==> src/rtl/tunebus_pkg.sv <==
package tunebus_pkg;

  localparam int TGT_IDX_W = 8;

  typedef enum logic [2:0] {
    ST_IDLE,
    ST_SETUP,
    ST_HIGH,
    ST_LOW,
    ST_HOLD,
    ST_GAP
  } busState_t;

  typedef struct packed {
    logic                 capture;
    logic                 load;
    logic                 rise;
    logic                 fall;
    logic                 shift;
    logic                 drop;
    logic                 common;
    logic [TGT_IDX_W-1:0] tgt;
  } busStrobe_t;

endpackage

==> src/rtl/tunebus_ctrl.sv <==
module tunebus_ctrl
  import tunebus_pkg::*;
#(
  parameter int NUM_TGT   = 4,
  parameter int WORD_W    = 8,
  parameter int HALF_DIV  = 2,
  parameter int SETUP_CYC = 3,
  parameter int HOLD_CYC  = 1,
  parameter int GAP_CYC   = 5
) (
  input  logic               clk,
  input  logic               rstN,
  input  logic               startReq,
  input  logic               modeCommon,
  input  logic [NUM_TGT-1:0] enMask,
  output busStrobe_t         stb,
  output logic               busy,
  output logic               done
);

  localparam int SETUP_EFF = (SETUP_CYC < HALF_DIV) ? HALF_DIV : SETUP_CYC;
  localparam int HOLD_EFF  = (HOLD_CYC  < HALF_DIV) ? HALF_DIV : HOLD_CYC;
  localparam int GAP_EFF   = (GAP_CYC   < HALF_DIV) ? HALF_DIV : GAP_CYC;
  localparam int MAX_AB    = (SETUP_EFF > HOLD_EFF) ? SETUP_EFF : HOLD_EFF;
  localparam int MAX_ABC   = (MAX_AB > GAP_EFF) ? MAX_AB : GAP_EFF;
  localparam int CNT_MAX   = (MAX_ABC > HALF_DIV) ? MAX_ABC : HALF_DIV;
  localparam int CNT_W     = $clog2(CNT_MAX + 1);
  localparam int BIT_W     = (WORD_W > 1) ? $clog2(WORD_W) : 1;

  busState_t            state, stateN;
  logic [CNT_W-1:0]     cnt, cntN;
  logic [BIT_W-1:0]     bitIdx, bitN;
  logic [TGT_IDX_W-1:0] tgt, tgtN;
  logic                 modeR, modeN;
  logic [NUM_TGT-1:0]   maskR, maskN;
  logic                 doneN;
  logic                 scanHit;
  logic [TGT_IDX_W-1:0] scanIdx;

  // Lowest selected target: from the live mask when idle, above the current one otherwise
  always_comb begin
    scanHit = 1'b0;
    scanIdx = '0;
    for (int i = NUM_TGT - 1; i >= 0; i--) begin
      if ((state == ST_IDLE) ? enMask[i]
                             : (maskR[i] && (TGT_IDX_W'(i) > tgt))) begin
        scanHit = 1'b1;
        scanIdx = TGT_IDX_W'(i);
      end
    end
  end

  always_comb begin
    stb        = '0;
    stb.common = modeR;
    stb.tgt    = tgt;
    stateN     = state;
    cntN       = cnt;
    bitN       = bitIdx;
    tgtN       = tgt;
    modeN      = modeR;
    maskN      = maskR;
    doneN      = 1'b0;
    case (state)
      ST_IDLE: begin
        if (startReq) begin
          modeN       = modeCommon;
          maskN       = enMask;
          stb.capture = 1'b1;
          stb.common  = modeCommon;
          if (modeCommon || scanHit) begin
            tgtN     = modeCommon ? '0 : scanIdx;
            stb.tgt  = tgtN;
            stb.load = 1'b1;
            bitN     = '0;
            cntN     = CNT_W'(SETUP_EFF - 1);
            stateN   = ST_SETUP;
          end else begin
            doneN = 1'b1;
          end
        end
      end
      ST_SETUP: begin
        if (cnt == '0) begin
          stb.rise = 1'b1;
          cntN     = CNT_W'(HALF_DIV - 1);
          stateN   = ST_HIGH;
        end else begin
          cntN = cnt - 1'b1;
        end
      end
      ST_HIGH: begin
        if (cnt == '0) begin
          stb.fall = 1'b1;
          if (bitIdx == BIT_W'(WORD_W - 1)) begin
            cntN   = CNT_W'(HOLD_EFF - 1);
            stateN = ST_HOLD;
          end else begin
            stb.shift = 1'b1;
            bitN      = bitIdx + 1'b1;
            cntN      = CNT_W'(HALF_DIV - 1);
            stateN    = ST_LOW;
          end
        end else begin
          cntN = cnt - 1'b1;
        end
      end
      ST_LOW: begin
        if (cnt == '0) begin
          stb.rise = 1'b1;
          cntN     = CNT_W'(HALF_DIV - 1);
          stateN   = ST_HIGH;
        end else begin
          cntN = cnt - 1'b1;
        end
      end
      ST_HOLD: begin
        if (cnt == '0) begin
          stb.drop = 1'b1;
          cntN     = CNT_W'(GAP_EFF - 1);
          stateN   = ST_GAP;
        end else begin
          cntN = cnt - 1'b1;
        end
      end
      ST_GAP: begin
        if (cnt == '0) begin
          if (!modeR && scanHit) begin
            tgtN     = scanIdx;
            stb.tgt  = scanIdx;
            stb.load = 1'b1;
            bitN     = '0;
            cntN     = CNT_W'(SETUP_EFF - 1);
            stateN   = ST_SETUP;
          end else begin
            doneN  = 1'b1;
            stateN = ST_IDLE;
          end
        end else begin
          cntN = cnt - 1'b1;
        end
      end
      default: stateN = ST_IDLE;
    endcase
  end

  always_ff @(posedge clk) begin
    if (!rstN) begin
      state  <= ST_IDLE;
      cnt    <= '0;
      bitIdx <= '0;
      tgt    <= '0;
      modeR  <= 1'b0;
      maskR  <= '0;
      done   <= 1'b0;
    end else begin
      state  <= stateN;
      cnt    <= cntN;
      bitIdx <= bitN;
      tgt    <= tgtN;
      modeR  <= modeN;
      maskR  <= maskN;
      done   <= doneN;
    end
  end

  assign busy = (state != ST_IDLE);


  start_ignored_chk: assert property (@(posedge clk) disable iff (!rstN)
    (busy && startReq) |=> (modeR == $past(modeR) && maskR == $past(maskR)));


  done_idle_chk: assert property (@(posedge clk) disable iff (!rstN)
    done |-> !busy);


  done_pulse_chk: assert property (@(posedge clk) disable iff (!rstN)
    done |=> (!done || $past(startReq)));

endmodule

==> src/rtl/tunebus_dp.sv <==
module tunebus_dp
  import tunebus_pkg::*;
#(
  parameter int NUM_TGT = 4,
  parameter int WORD_W  = 8
) (
  input  logic                      clk,
  input  logic                      rstN,
  input  busStrobe_t                stb,
  input  logic [NUM_TGT*WORD_W-1:0] tgtWords,
  output logic                      sclk,
  output logic                      sdo,
  output logic [NUM_TGT-1:0]        sdoLane,
  output logic [NUM_TGT-1:0]        sen,
  output logic                      senAll
);

  localparam int WORDS_W = NUM_TGT * WORD_W;

  logic [WORDS_W-1:0] wordsR;
  logic [WORDS_W-1:0] wordsSrc;
  logic [WORD_W-1:0]  selWord;
  logic [WORD_W-1:0]  sharedSh;

  assign wordsSrc = stb.capture ? tgtWords : wordsR;

  always_comb begin
    selWord = '0;
    for (int i = 0; i < NUM_TGT; i++) begin
      if (stb.tgt == TGT_IDX_W'(i)) selWord = wordsSrc[i*WORD_W +: WORD_W];
    end
  end

  always_ff @(posedge clk) begin
    if (!rstN) begin
      wordsR   <= '0;
      sclk     <= 1'b0;
      sen      <= '0;
      senAll   <= 1'b0;
      sharedSh <= '0;
    end else begin
      if (stb.capture) wordsR <= tgtWords;
      if (stb.rise) sclk <= 1'b1;
      else if (stb.fall) sclk <= 1'b0;
      if (stb.drop) begin
        sen      <= '0;
        senAll   <= 1'b0;
        sharedSh <= '0;
      end else if (stb.load) begin
        if (stb.common) begin
          senAll <= 1'b1;
        end else begin
          for (int i = 0; i < NUM_TGT; i++) sen[i] <= (stb.tgt == TGT_IDX_W'(i));
          sharedSh <= selWord;
        end
      end else if (stb.shift) begin
        sharedSh <= {sharedSh[WORD_W-2:0], 1'b0};
      end
    end
  end

  assign sdo = sharedSh[WORD_W-1];

  for (genvar g = 0; g < NUM_TGT; g++) begin : gLane
    logic [WORD_W-1:0] laneSh;
    always_ff @(posedge clk) begin
      if (!rstN) begin
        laneSh <= '0;
      end else if (stb.drop) begin
        laneSh <= '0;
      end else if (stb.load && stb.common) begin
        laneSh <= wordsSrc[g*WORD_W +: WORD_W];
      end else if (stb.shift) begin
        laneSh <= {laneSh[WORD_W-2:0], 1'b0};
      end
    end
    assign sdoLane[g] = laneSh[WORD_W-1];
  end


  data_high_stable_chk: assert property (@(posedge clk) disable iff (!rstN)
    sclk |-> $stable({sdo, sdoLane}));


  rise_enabled_chk: assert property (@(posedge clk) disable iff (!rstN)
    $rose(sclk) |-> ((|sen) || senAll));


  en_fall_low_chk: assert property (@(posedge clk) disable iff (!rstN)
    $fell((|sen) || senAll) |-> !sclk);


  one_enable_chk: assert property (@(posedge clk) disable iff (!rstN)
    $onehot0(sen) && !(senAll && (|sen)));

endmodule

==> src/rtl/tunebus_master.sv <==
module tunebus_master
  import tunebus_pkg::*;
#(
  parameter int NUM_TGT   = 4,
  parameter int WORD_W    = 8,
  parameter int HALF_DIV  = 2,
  parameter int SETUP_CYC = 3,
  parameter int HOLD_CYC  = 1,
  parameter int GAP_CYC   = 5
) (
  input  logic                      clk,
  input  logic                      rstN,
  input  logic                      startReq,
  input  logic                      modeCommon,
  input  logic [NUM_TGT-1:0]        enMask,
  input  logic [NUM_TGT*WORD_W-1:0] tgtWords,
  output logic                      sclk,
  output logic                      sdo,
  output logic [NUM_TGT-1:0]        sdoLane,
  output logic [NUM_TGT-1:0]        sen,
  output logic                      senAll,
  output logic                      busy,
  output logic                      done
);

  busStrobe_t stb;

  tunebus_ctrl #(
    .NUM_TGT(NUM_TGT), .WORD_W(WORD_W), .HALF_DIV(HALF_DIV),
    .SETUP_CYC(SETUP_CYC), .HOLD_CYC(HOLD_CYC), .GAP_CYC(GAP_CYC)
  ) u_ctrl (
    .clk(clk), .rstN(rstN), .startReq(startReq), .modeCommon(modeCommon),
    .enMask(enMask), .stb(stb), .busy(busy), .done(done)
  );

  tunebus_dp #(
    .NUM_TGT(NUM_TGT), .WORD_W(WORD_W)
  ) u_dp (
    .clk(clk), .rstN(rstN), .stb(stb), .tgtWords(tgtWords),
    .sclk(sclk), .sdo(sdo), .sdoLane(sdoLane), .sen(sen), .senAll(senAll)
  );

endmodule

==> config.mk <==
export PLATFORM = sky130hd
export DESIGN_NAME = tunebus_master
export DESIGN_NICKNAME = d
export VERILOG_FILES = /design/src/rtl/tunebus_pkg.sv /design/src/rtl/tunebus_ctrl.sv /design/src/rtl/tunebus_dp.sv /design/src/rtl/tunebus_master.sv
export SDC_FILE = /design/constraint.sdc
export NUM_CORES = 1
export LEC_CHECK = 0
export ABC_AREA = 1
export BUFFER_PORTS_ARGS = -buffer_cell sky130_fd_sc_hd__buf_2
export CORE_MARGIN = 4
export CORE_UTILIZATION = 46
export CTS_BUF_LIST = sky130_fd_sc_hd__clkbuf_4
export DETAILED_ROUTE_END_ITERATION = 10
export PLACE_DENSITY = 0.65
export SKIP_LAST_GASP = 1
export SLEW_MARGIN = 40
export SYNTH_ARGS = -nofsm -noshare
export SYNTH_HDL_FRONTEND = slang
export SYNTH_SLANG_ARGS = --single-unit
==> constraint.sdc <==
create_clock -name clk -period 6.1 [get_ports clk]
set_input_delay 0.61 -clock clk [delete_from_list [all_inputs] [get_ports clk]]
set_output_delay 0.61 -clock clk [all_outputs]
set_load 0.02 [all_outputs]
==> results of run 1 <==
-- state kept, by name, summed over array words and instances (netlist names) --
register / count
u_dp.sclk: 1
u_ctrl.cnt: 3
u_dp.wordsR: 32
u_ctrl.bitIdx: 3
u_dp.senAll: 1
u_ctrl.state: 3
u_ctrl.done: 1
u_dp.sharedSh: 8
u_ctrl.tgt: 8
u_ctrl.modeR: 1
u_dp.sen: 4
u_dp.gLane.laneSh: 32
u_ctrl.maskR: 3
-- layout by cell type (no fill, tap or decap), types with 2 or more instances in the layout --
| cell type | Yosys | final |
|---|---|---|
| sky130_fd_sc_hd__nand2_2 | 7 | 7 |
| sky130_fd_sc_hd__mux2i_1 | 7 | 7 |
| sky130_fd_sc_hd__buf_4 | 8 | 2 |
| sky130_fd_sc_hd__a221oi_1 | 14 | 14 |
| sky130_fd_sc_hd__nor2_4 | 4 | 6 |
| sky130_fd_sc_hd__nand4_1 | 16 | 16 |
| sky130_fd_sc_hd__nand2_1 | 147 | 147 |
| sky130_fd_sc_hd__inv_2 | 8 | 10 |
| sky130_fd_sc_hd__inv_1 | 64 | 62 |
| sky130_fd_sc_hd__o211ai_1 | 8 | 8 |
| sky130_fd_sc_hd__a21oi_1 | 23 | 23 |
| sky130_fd_sc_hd__a21oi_2 | 9 | 9 |
| sky130_fd_sc_hd__buf_2 | 9 | 52 |
| sky130_fd_sc_hd__nor2_1 | 94 | 93 |
| sky130_fd_sc_hd__nor3_1 | 3 | 3 |
| sky130_fd_sc_hd__clkinv_1 | 1 | 3 |
| sky130_fd_sc_hd__o21ai_1 | 8 | 8 |
| sky130_fd_sc_hd__ha_1 | 2 | 2 |
| sky130_fd_sc_hd__nand3_1 | 10 | 10 |
| sky130_fd_sc_hd__a31oi_1 | 15 | 15 |
| sky130_fd_sc_hd__nand3_4 | 2 | 2 |
| sky130_fd_sc_hd__clkinvlp_4 | 0 | 2 |
| sky130_fd_sc_hd__clkbuf_4 | 0 | 9 |
| sky130_fd_sc_hd__o21ai_0 | 53 | 53 |
| sky130_fd_sc_hd__or2_2 | 26 | 26 |
| sky130_fd_sc_hd__dfxtp_1 | 100 | 100 |
-- metal layers --
metal,vias to the layer above,share of wire,GRT usage
met3,21,0.040,0.03203
met1,2121,0.47,0.2950
li1,2244,-,-
met2,96,0.46,0.3618
met4,0,0.029,0.1055
met5,-,0,0
-- report_power, final --
| part | internal, mW | switching [mW] | leakage [nW] |
|---|---|---|---|
| Combinational | 0.402 | 0.872 | 1.48 |
| Clock | 0.123 | 0.228 | 0.0674 |
| Sequential | 0.817 | 0.0790 | 0.817 |
| Total | 1.34 | 1.18 | 2.36 |
-- logic make-up after synthesis --
family,Yosys count,share of synthesized area
simple gates,315,0.2930
compound gates,138,0.1739
buf+inv,109,0.09810
flops,100,0.4153
mux,7,0.01453
fa+ha+maj,2,0.005190
-- layout make-up --
type                            count  area, um^2  share of cell area
Clock buffer                        9       67.56             0.01296
Clock inverter                      7       66.31             0.01272
Inverter                           73       274.0             0.05256
Multi-Input combinational cell    462        2359              0.4524
Sequential cell                   100        2002              0.3840
Tap cell                          136       170.2             0.03264
Timing Repair Buffer               54       275.3             0.05280
-- worst max-delay path: stages, from the launching register on --
cell and delay (ns):
sky130_fd_sc_hd__dfxtp_1 0.50, sky130_fd_sc_hd__inv_2 0.10, sky130_fd_sc_hd__nand2_2 0.10, sky130_fd_sc_hd__nor2_2 0.07
sky130_fd_sc_hd__nand2_1 0.52, sky130_fd_sc_hd__nor2_1 0.12, sky130_fd_sc_hd__inv_1 0.10, sky130_fd_sc_hd__nor2_1 0.05
sky130_fd_sc_hd__o21ai_1 0.06, sky130_fd_sc_hd__o21ai_0 0.10, sky130_fd_sc_hd__a21oi_2 0.51, sky130_fd_sc_hd__inv_2 0.34
sky130_fd_sc_hd__o21ai_0 0.24, sky130_fd_sc_hd__nand2_1 0.07, sky130_fd_sc_hd__nand2_1 0.07, sky130_fd_sc_hd__nand2_1 0.10
sky130_fd_sc_hd__nand2_1 0.12, sky130_fd_sc_hd__a21oi_2 0.06
-- stage by stage --
step                power (mW)  instances
floorplan                1.872        671
global placement         2.149        825
detailed placement       2.172        825
CTS                      2.523        841
global route             2.735        841
finish                   2.520        841
-- worst paths after layout --
check             cells after the start                    startpoint                             to  slack [ns]
hold / removal                        3                     enMask[1]   u_ctrl.maskR[1]$_SDFFE_PN0P_        0.38
setup reg to reg                     17  u_ctrl.state[1]$_SDFFE_PN0P_  u_dp.sharedSh[7]$_SDFFE_PP0P_        2.79
setup / recovery                     17  u_ctrl.state[1]$_SDFFE_PN0P_  u_dp.sharedSh[7]$_SDFFE_PP0P_        2.79
hold reg to reg                       2    u_ctrl.tgt[5]$_SDFFE_PN0P_     u_ctrl.tgt[5]$_SDFFE_PN0P_        0.44
==> reports/metrics.cfg, run 1 <==
[outcome]
run_status = finished clean

[sta]
whs_ns = 0.3815
timing.slew.headroom = 0.4830
report.final.slew_viol_count = 0
grt_setup_unrepaired = false
timing.final.ws_setup_ns = 2.790
timing.final.crit_share = 0.5427
setup_viol = 0
max_freq_ghz = 0.3021
setup_tns_ns = 0
period_minus_slack_ns = 3.310
fin_skew_ns = 0.01752
timing_worst_slew_pin_value_ns = 0.7743
hold_viol = 0

[cells_and_area]
finish.instance_area_um2 = 5214
final.fill_count = 1074
antenna-diode-count = 0
design.final.nets = 742
layout.core_utilization = 0.5073
layout-area-overhead-vs-synth_pct = 8.149
drive_gt1_frac = 0.1872

[synth]
synthDistinctLibCells = 39
synth_top_area_cell = sky130_fd_sc_hd__dfxtp_1
synth_seq_cells = 100
synthesis.nets = 713
syn_area_um2 = 4821
netlist_instances = 671
synth_ff_type = sky130_fd_sc_hd__dfxtp_1
synth.top_cells.by_count = 147 x sky130_fd_sc_hd__nand2_1, 100 x sky130_fd_sc_hd__dfxtp_1, 94 x sky130_fd_sc_hd__nor2_1
synthMostInstantiatedCell = sky130_fd_sc_hd__nand2_1
syn_avg_cell_area_um2 = 7.185
yosysTopAreaCellShare = 0.4153
dominant_cells_by_area_after_synthesis = sky130_fd_sc_hd__dfxtp_1 42%, sky130_fd_sc_hd__nand2_1 11%, sky130_fd_sc_hd__nor2_1 7.3%
synth_enable_flop_cells = 0
yosysSeqAreaShare = 0.4153
ys_warn_count = 0
synthArstFlopShare = 0

[setup_path]
critical_path.endpoint_type = register
worst-endpoint-arrival_ns = 3.70
timing_worst_setup_path_type = reg2reg
critPathRequiredTime_ns = 6.49
crit_path_max_fanout = 22
startpoint_type = register

[drt]
average_wire_per_standard_cell_um = 15.26
number_of_design_rule_violations_left_by_the_first_detailed_router_iteration = 305
postRouteAntennaNets = 0
first_pass_iters = 5
num_vias = 4482
drt-total-wl_um = 12830
vias_per_cell = 5.329
number_of_remaining_drc_errors = 0

[cts]
clock_path_buffers = 2
cts-htree-levels = 3
cts.reportedPaths.clkPinSlew_ns = 0.16
clock_sinks = 100
clockRootBuffer = sky130_fd_sc_hd__clkbuf_4
holdBufCountCts = 0
post_cts_resized = 0
postCtsSetupRepairBufs = 0
clk_latency_ns = 0.48
cts_tree = yes
cts_buffers = 9

[placed_design]
post-place-ws_ns = 2.868
gp_routability_congestion = 0.8891
dpl_cell_area_um2 = 5080
place.detailed.hpwl_um = 9269
port_buffers = 52

[grt]
via_count_of_the_first_global_routing_pass = 4220
grt_pass1_wl_um = 21020
grt_start_max_net_pins = 46
number_of_antenna_violations_at_the_first_check_in_global_routing = 0
grt_use_total = 0.2239
grt_overflow = 0

[floorplanning]
design.core.area_um2 = 10280
chipHeight_um = 110.4
io-pin-count = 53
fp.dieArea_um2 = 12180
placementRows = 37
initial_utilization = 0.4691
die_w_um = 110.4

[job]
max_cap_viol_count = 0

[power_and_ir_drop]
static_leakage_nw = 2.365
power_per_cell_area_nw_per_um2 = 483.4
ir_worst_vdd_uv = 170.2

[hold_path]
holdCritPathClass = in2reg

Power figures use the tool's default switching activity.
==> run 2, diff against run 1 <==
Clock period 6.1 ns to 3.33 ns, I/O delays scaled along.
==> reports/metrics.cfg, run 2 (synthesized netlist as in run 1, its figures left out) <==
[power_and_ir_drop]
static_leakage_nw = 2.398  ; +1.4%
ir_worst_vdd_uv = 296.4  ; +74%
power_per_cell_area_nw_per_um2 = 878.1  ; +82%

[sta]
setup_tns_ns = 0  ; unchanged
timing.final.crit_share = 0.8959  ; +0.3533
fin_skew_ns = 0.02814  ; +0.01062 ns
timing.slew.headroom = 0.4780  ; -0.005056
timing_worst_slew_pin_value_ns = 0.7822  ; +0.007871 ns
period_minus_slack_ns = 2.983  ; -0.3268 ns
whs_ns = 0.1235  ; -0.2579 ns
hold_viol = 0  ; unchanged
setup_viol = 0  ; unchanged
report.final.slew_viol_count = 0  ; unchanged
max_freq_ghz = 0.3352  ; +11%
grt_setup_unrepaired = false

[cells_and_area]
final.fill_count = 1044  ; -2.8%
antenna-diode-count = 0  ; unchanged
mostFrequentLayoutCell = sky130_fd_sc_hd__nand2_1
design.final.nets = 750  ; +1.1%
largestRegisters = u_dp.gLane.laneSh x32, u_dp.wordsR x32
layout_common_cells = 146 x sky130_fd_sc_hd__nand2_1, 100 x sky130_fd_sc_hd__dfxtp_1, 93 x sky130_fd_sc_hd__nor2_1
multi_input_comb_area_um2 = 2351  ; -0.32%
layout.area.seq_um2 = 2002  ; unchanged
drive_gt1_frac = 0.1978  ; +0.01052
layout-area-overhead-vs-synth_pct = 9.136

[setup_path]
slowest_delay_ns = 0.42  ; -0.10 ns
ff2ff_setup_slack_ns = 0.35  ; -2.44 ns
timing.critical_path.buf_inv = 4  ; +1
cp_num_cells = 18  ; +1
worst_r2r_startpoint = u_ctrl.state[1]$_SDFFE_PN0P_
timing_worst_setup_path_type = reg2reg
crit_end = u_dp.sharedSh[7]$_SDFFE_PP0P_
startpoint_type = register
worst-endpoint-arrival_ns = 3.38  ; -0.32 ns
crit_path_frequent_cell = sky130_fd_sc_hd__nand2_1
timing.critical_path.max_delay_family = simple AND/OR/NAND/NOR gates
crit_path_max_delay_cell_type = sky130_fd_sc_hd__dfxtp_1
critPathRequiredTime_ns = 3.72  ; -2.77 ns
cp_cell_sequence = inv_2 -> nand2_2 -> nor2_2 -> nand2_2 -> nor2_1 -> inv_1 -> nor2_1 -> o21ai_1 -> o21ai_0 -> a21oi_2 -> buf_4 -> inv_2 -> o21ai_0 -> nand2_1 -> nand2_1 -> nand2_1 -> nand2_1 -> a21oi_2
timing.rr.end = u_dp.sharedSh[7]$_SDFFE_PP0P_
crit_path_start = u_ctrl.state[1]$_SDFFE_PN0P_
r2r.worst_path.cells = 18  ; +1
critical_path.endpoint_type = register
crit_path_max_fanout = 22  ; unchanged

[floorplanning]
fp.dieArea_um2 = 12180  ; unchanged
io-pin-count = 53  ; unchanged
chipHeight_um = 110.4  ; unchanged
die_w_um = 110.4  ; unchanged
design.core.area_um2 = 10280  ; unchanged
initial_utilization = 0.4691  ; unchanged
placementRows = 37  ; unchanged

[grt]
grt_use_total = 0.2258  ; +0.001938
number_of_antenna_violations_at_the_first_check_in_global_routing = 0  ; unchanged
grt_start_max_net_pins = 45  ; -2.2%
grt_pass1_wl_um = 21170  ; +0.72%
grt_overflow = 0  ; unchanged
via_count_of_the_first_global_routing_pass = 4261  ; +0.97%

[drt]
number_of_design_rule_violations_left_by_the_first_detailed_router_iteration = 382  ; +25%
vias_per_cell = 5.330  ; about the same
number_of_remaining_drc_errors = 0  ; unchanged
average_wire_per_standard_cell_um = 15.48  ; +1.5%
num_vias = 4525  ; +0.96%
postRouteAntennaNets = 0  ; unchanged
drt-total-wl_um = 13150  ; +2.5%
first_pass_iters = 5  ; unchanged

[cts]
cts-htree-levels = 3  ; unchanged
postCtsSetupRepairBufs = 0  ; unchanged
cts_tree = yes
clockRootBuffer = sky130_fd_sc_hd__clkbuf_4
clock_path_buffers = 2  ; unchanged
cts_buffers = 9  ; unchanged
clk_latency_ns = 0.46  ; -0.02 ns
clock_sinks = 100  ; unchanged
cts.reportedPaths.clkPinSlew_ns = 0.16  ; about the same

[placed_design]
place.detailed.hpwl_um = 9330  ; +0.66%
gp_routability_congestion = 0.9166  ; +3.1%
port_buffers = 52  ; unchanged

[job]
max_cap_viol_count = 0  ; unchanged

[outcome]
run_status = finished clean

[hold_path]
hold_depth = 3  ; unchanged
holdCritPathClass = in2reg

-- run 2: cell types whose count changed in the layout (fill, tap and decap cells not counted), sizes merged --
| cell | delta |
|---|---|
| inv | +1 |
| buf | +7 |
| bufinv | -1 |
| clkinv | +1 |
-- run 2: worst min path at each step --
stage / slack [ns] / to / start
2_1_floorplan: 0.42 / u_ctrl.tgt[3]$_SDFFE_PN0P_ / u_ctrl.tgt[3]$_SDFFE_PN0P_
3_3_place_gp: 0.42 / u_ctrl.tgt[6]$_SDFFE_PN0P_ / u_ctrl.tgt[6]$_SDFFE_PN0P_
3_5_place_dp: 0.43 / u_ctrl.tgt[4]$_SDFFE_PN0P_ / u_ctrl.tgt[4]$_SDFFE_PN0P_
4_1_cts: 0.12 / u_ctrl.maskR[1]$_SDFFE_PN0P_ / enMask[1]
5_1_grt: 0.11 / u_ctrl.maskR[1]$_SDFFE_PN0P_ / enMask[1]
6_report: 0.12 / u_ctrl.maskR[1]$_SDFFE_PN0P_ / enMask[1]
-- run 2: metal layers --
layer	wire (um)	share of wire	track usage
met1	5959	0.45	0.2941
met4	213	0.016	0.06508
met2	6225	0.47	0.3769
met3	748	0.057	0.04892
met5	0	0	0
-- run 2: tightest hold or removal path: cells and delay by family --
family                 cells  cell delay (ns)
buffers and inverters      1             0.11
and+or+nand+nor            1             0.06
AOI/OAI and AO/OA          1             0.05
-- run 2: cell type report --
type | count | share of cell area
clock buffers | 9 | 0.01284
repair inverters | 1 | 0.001427
multi-input cells | 462 | 0.4468
repair buffers | 61 | 0.06231
inverters | 73 | 0.05279
well taps | 136 | 0.03234
flip-flops and latches | 100 | 0.3805
clock inverters | 7 | 0.01094
-- run 2: stage by stage --
stage,worst slack (ns),cell area (um^2),power (mW),cells,utilization
after detailed placement,0.3314,5122,3.994,832,0.4984
after global placement,0.4291,5122,3.958,832,0.4984
final,0.3466,5261,4.620,849,0.5119
after CTS,0.2825,5248,4.602,848,0.5106
after floorplan,1.263,4821,3.430,671,-
after global routing,0.1016,5261,5.026,849,0.5119
-- run 2: power by group --
part	switching (mW)	leakage [nW]	internal, mW
combinational	1.61	1.51	0.768
clock	0.440	0.0718	0.166
sequential	0.143	0.817	1.50
-- run 2: timing repair --
item / in CTS / in global routing
resized for setup: 0 / 3
hold buffers: 0 / 0
endpoints found under the setup margin: 0 / 2
==> run 3, diff against run 2 <==
Settings changed: BUFFER_PORTS_ARGS -buffer_cell sky130_fd_sc_hd__buf_2 to -buffer_cell sky130_fd_sc_hd__clkbuf_2.
==> reports/metrics.cfg, run 3 (synthesized netlist as in run 1, its figures left out) <==
[outcome]
run_status = finished clean

[sta]
fin_skew_ns = 0.01417  ; -0.01396 ns
setup_viol = 0  ; unchanged
report.final.slew_viol_count = 0  ; unchanged
setup_tns_ns = 0  ; unchanged
period_minus_slack_ns = 2.975  ; -0.008859 ns
hold_viol = 0  ; unchanged
timing.slew.headroom = 0.5229  ; +0.04496
timing_worst_slew_pin_value_ns = 0.7081  ; -0.07409 ns
timing.final.crit_share = 0.8933  ; -0.002660
grt_setup_unrepaired = false
whs_ns = 0.1238  ; +0.0002930 ns
max_freq_ghz = 0.3362  ; +0.30%

[drt]
first_pass_iters = 5  ; unchanged
number_of_design_rule_violations_left_by_the_first_detailed_router_iteration = 319  ; -16%
postRouteAntennaNets = 0  ; unchanged
highest-signal-layer = met4
detailroute.wirelength.met2_um = 6040  ; -3.0%
number_of_remaining_drc_errors = 0  ; unchanged
num_vias = 4462  ; -1.4%
drt-total-wl_um = 13140  ; about the same
met1_length_um = 5976  ; +0.29%
detailroute.wirelength.met3_um = 730  ; -2.4%
vias_per_cell = 5.249  ; -1.5%
average_wire_per_standard_cell_um = 15.45  ; -0.20%

[cts]
clockRootBuffer = sky130_fd_sc_hd__clkbuf_4
cts_tree = yes
holdBufCountCts = 0  ; unchanged
postCtsSetupRepairBufs = 0  ; unchanged
post_cts_resized = 0  ; unchanged
cts.reportedPaths.clkPinSlew_ns = 0.15  ; about the same
clock_path_buffers = 2  ; unchanged
clock_sinks = 100  ; unchanged
cts_buffers = 9  ; unchanged
cts-htree-levels = 3  ; unchanged
clk_latency_ns = 0.45  ; about the same

[grt]
grt_pass1_wl_um = 21510  ; +1.6%
grt_use_total = 0.2285  ; +0.002657
via_count_of_the_first_global_routing_pass = 4341  ; +1.9%
number_of_antenna_violations_at_the_first_check_in_global_routing = 0  ; unchanged
grt_start_max_net_pins = 45  ; unchanged
grt_overflow = 0  ; unchanged

[floorplanning]
initial_utilization = 0.4691  ; unchanged
design.core.area_um2 = 10280  ; unchanged
fp.dieArea_um2 = 12180  ; unchanged
die_w_um = 110.4  ; unchanged
placementRows = 37  ; unchanged
io-pin-count = 53  ; unchanged
chipHeight_um = 110.4  ; unchanged

[setup_path]
worst-endpoint-arrival_ns = 3.36  ; -0.02 ns
crit_path_start = u_ctrl.state[1]$_SDFFE_PN0P_
worst_r2r_startpoint = u_ctrl.state[1]$_SDFFE_PN0P_
startpoint_type = register
critPathRequiredTime_ns = 3.72  ; about the same
timing.rr.end = u_dp.sharedSh[7]$_SDFFE_PP0P_
critical_path.endpoint_type = register
ff2ff_setup_slack_ns = 0.36  ; about the same
crit_path_max_fanout = 22  ; unchanged
r2r.worst_path.cells = 18  ; unchanged
timing_worst_setup_path_type = reg2reg

[hold_path]
worstHoldStart = enMask[1]
holdCritPathClass = in2reg
timing.hold.worst_endpoint = u_ctrl.maskR[1]$_SDFFE_PN0P_
hold_depth = 3  ; unchanged

[power_and_ir_drop]
ir_worst_vdd_uv = 354.4  ; +20%
static_leakage_nw = 2.413  ; +0.62%
power_per_cell_area_nw_per_um2 = 885.9  ; +0.89%

[cells_and_area]
layout-area-overhead-vs-synth_pct = 9.421
drive_gt1_frac = 0.1947  ; -0.003078
antenna-diode-count = 0  ; unchanged
final.fill_count = 1087  ; +4.1%
layout_common_cells = 147 x sky130_fd_sc_hd__nand2_1, 100 x sky130_fd_sc_hd__dfxtp_1, 93 x sky130_fd_sc_hd__nor2_1
largestRegisters = u_dp.gLane.laneSh x32, u_dp.wordsR x32
design.final.nets = 751  ; +0.13%
mostFrequentLayoutCell = sky130_fd_sc_hd__nand2_1

[placed_design]
place.detailed.hpwl_um = 9596  ; +2.8%
port_buffers = 52  ; unchanged
gp_routability_congestion = 0.8705  ; -5.0%

[job]
max_cap_viol_count = 0  ; unchanged

-- run 3: cell type report --
class | instances | area, um^2 | share of cell area
clock inverter | 6 | 62.56 | 0.01186
clock buffer | 10 | 75.07 | 0.01423
multi-input combinational | 462 | 2349 | 0.4452
inverter | 73 | 274.0 | 0.05195
timing repair buffer | 63 | 342.8 | 0.06499
sequential | 100 | 2002 | 0.3795
tap | 136 | 170.2 | 0.03226
-- run 3: worst max-delay path by stage --
stage	end	slack, ns	cells past startpoint
global route	u_dp.sharedSh[7]$_SDFFE_PP0P_	0.12	18
finish	u_dp.sharedSh[7]$_SDFFE_PP0P_	0.36	18
CTS	u_dp.sharedSh[7]$_SDFFE_PP0P_	0.42	18
detailed placement	u_dp.sharedSh[7]$_SDFFE_PP0P_	0.46	18
floorplan	u_dp.sharedSh[1]$_SDFFE_PP0P_	1.26	16
global placement	u_dp.sharedSh[7]$_SDFFE_PP0P_	0.51	18
-- run 3: report_power, final --
| part | switching [mW] | internal, mW |
|---|---|---|
| logic | 1.62 | 0.780 |
| clock network | 0.393 | 0.237 |
| registers | 0.148 | 1.50 |
| total | 2.16 | 2.51 |
-- run 3: metal layers --
layer,vias to the layer above,global-route usage
met1,2042,0.2975
met2,138,0.3744
li1,2254,-
met4,0,0.08091
met5,-,0
met3,28,0.04892
-- run 3: per-stage QoR --
step	utilization	cells	power, mW	area (um^2)	setup slack, ns
2_1_floorplan	-	671	3.430	4821	1.263
3_3_place_gp	0.4999	834	4.007	5137	0.5064
3_5_place_dp	0.4999	834	4.046	5137	0.4625
4_1_cts	0.5133	850	4.683	5275	0.4156
5_1_grt	0.5133	850	5.092	5275	0.1215
6_report	0.5133	850	4.673	5275	0.3554
-- run 3: critical path: stages (launching register included) --
cell and delay (ns):
sky130_fd_sc_hd__dfxtp_1 0.41, sky130_fd_sc_hd__inv_2 0.11, sky130_fd_sc_hd__nand2_2 0.07, sky130_fd_sc_hd__nor2_2 0.21, sky130_fd_sc_hd__nand2_1 0.35, sky130_fd_sc_hd__nor2_1 0.24
sky130_fd_sc_hd__inv_1 0.09, sky130_fd_sc_hd__nor2_1 0.10, sky130_fd_sc_hd__o21ai_1 0.06, sky130_fd_sc_hd__o21ai_0 0.10, sky130_fd_sc_hd__a21oi_2 0.05, sky130_fd_sc_hd__buf_4 0.19
sky130_fd_sc_hd__inv_2 0.31, sky130_fd_sc_hd__o21ai_0 0.15, sky130_fd_sc_hd__nand2_1 0.07, sky130_fd_sc_hd__nand2_1 0.08, sky130_fd_sc_hd__nand2_1 0.09, sky130_fd_sc_hd__nand2_1 0.09
sky130_fd_sc_hd__a21oi_2 0.12
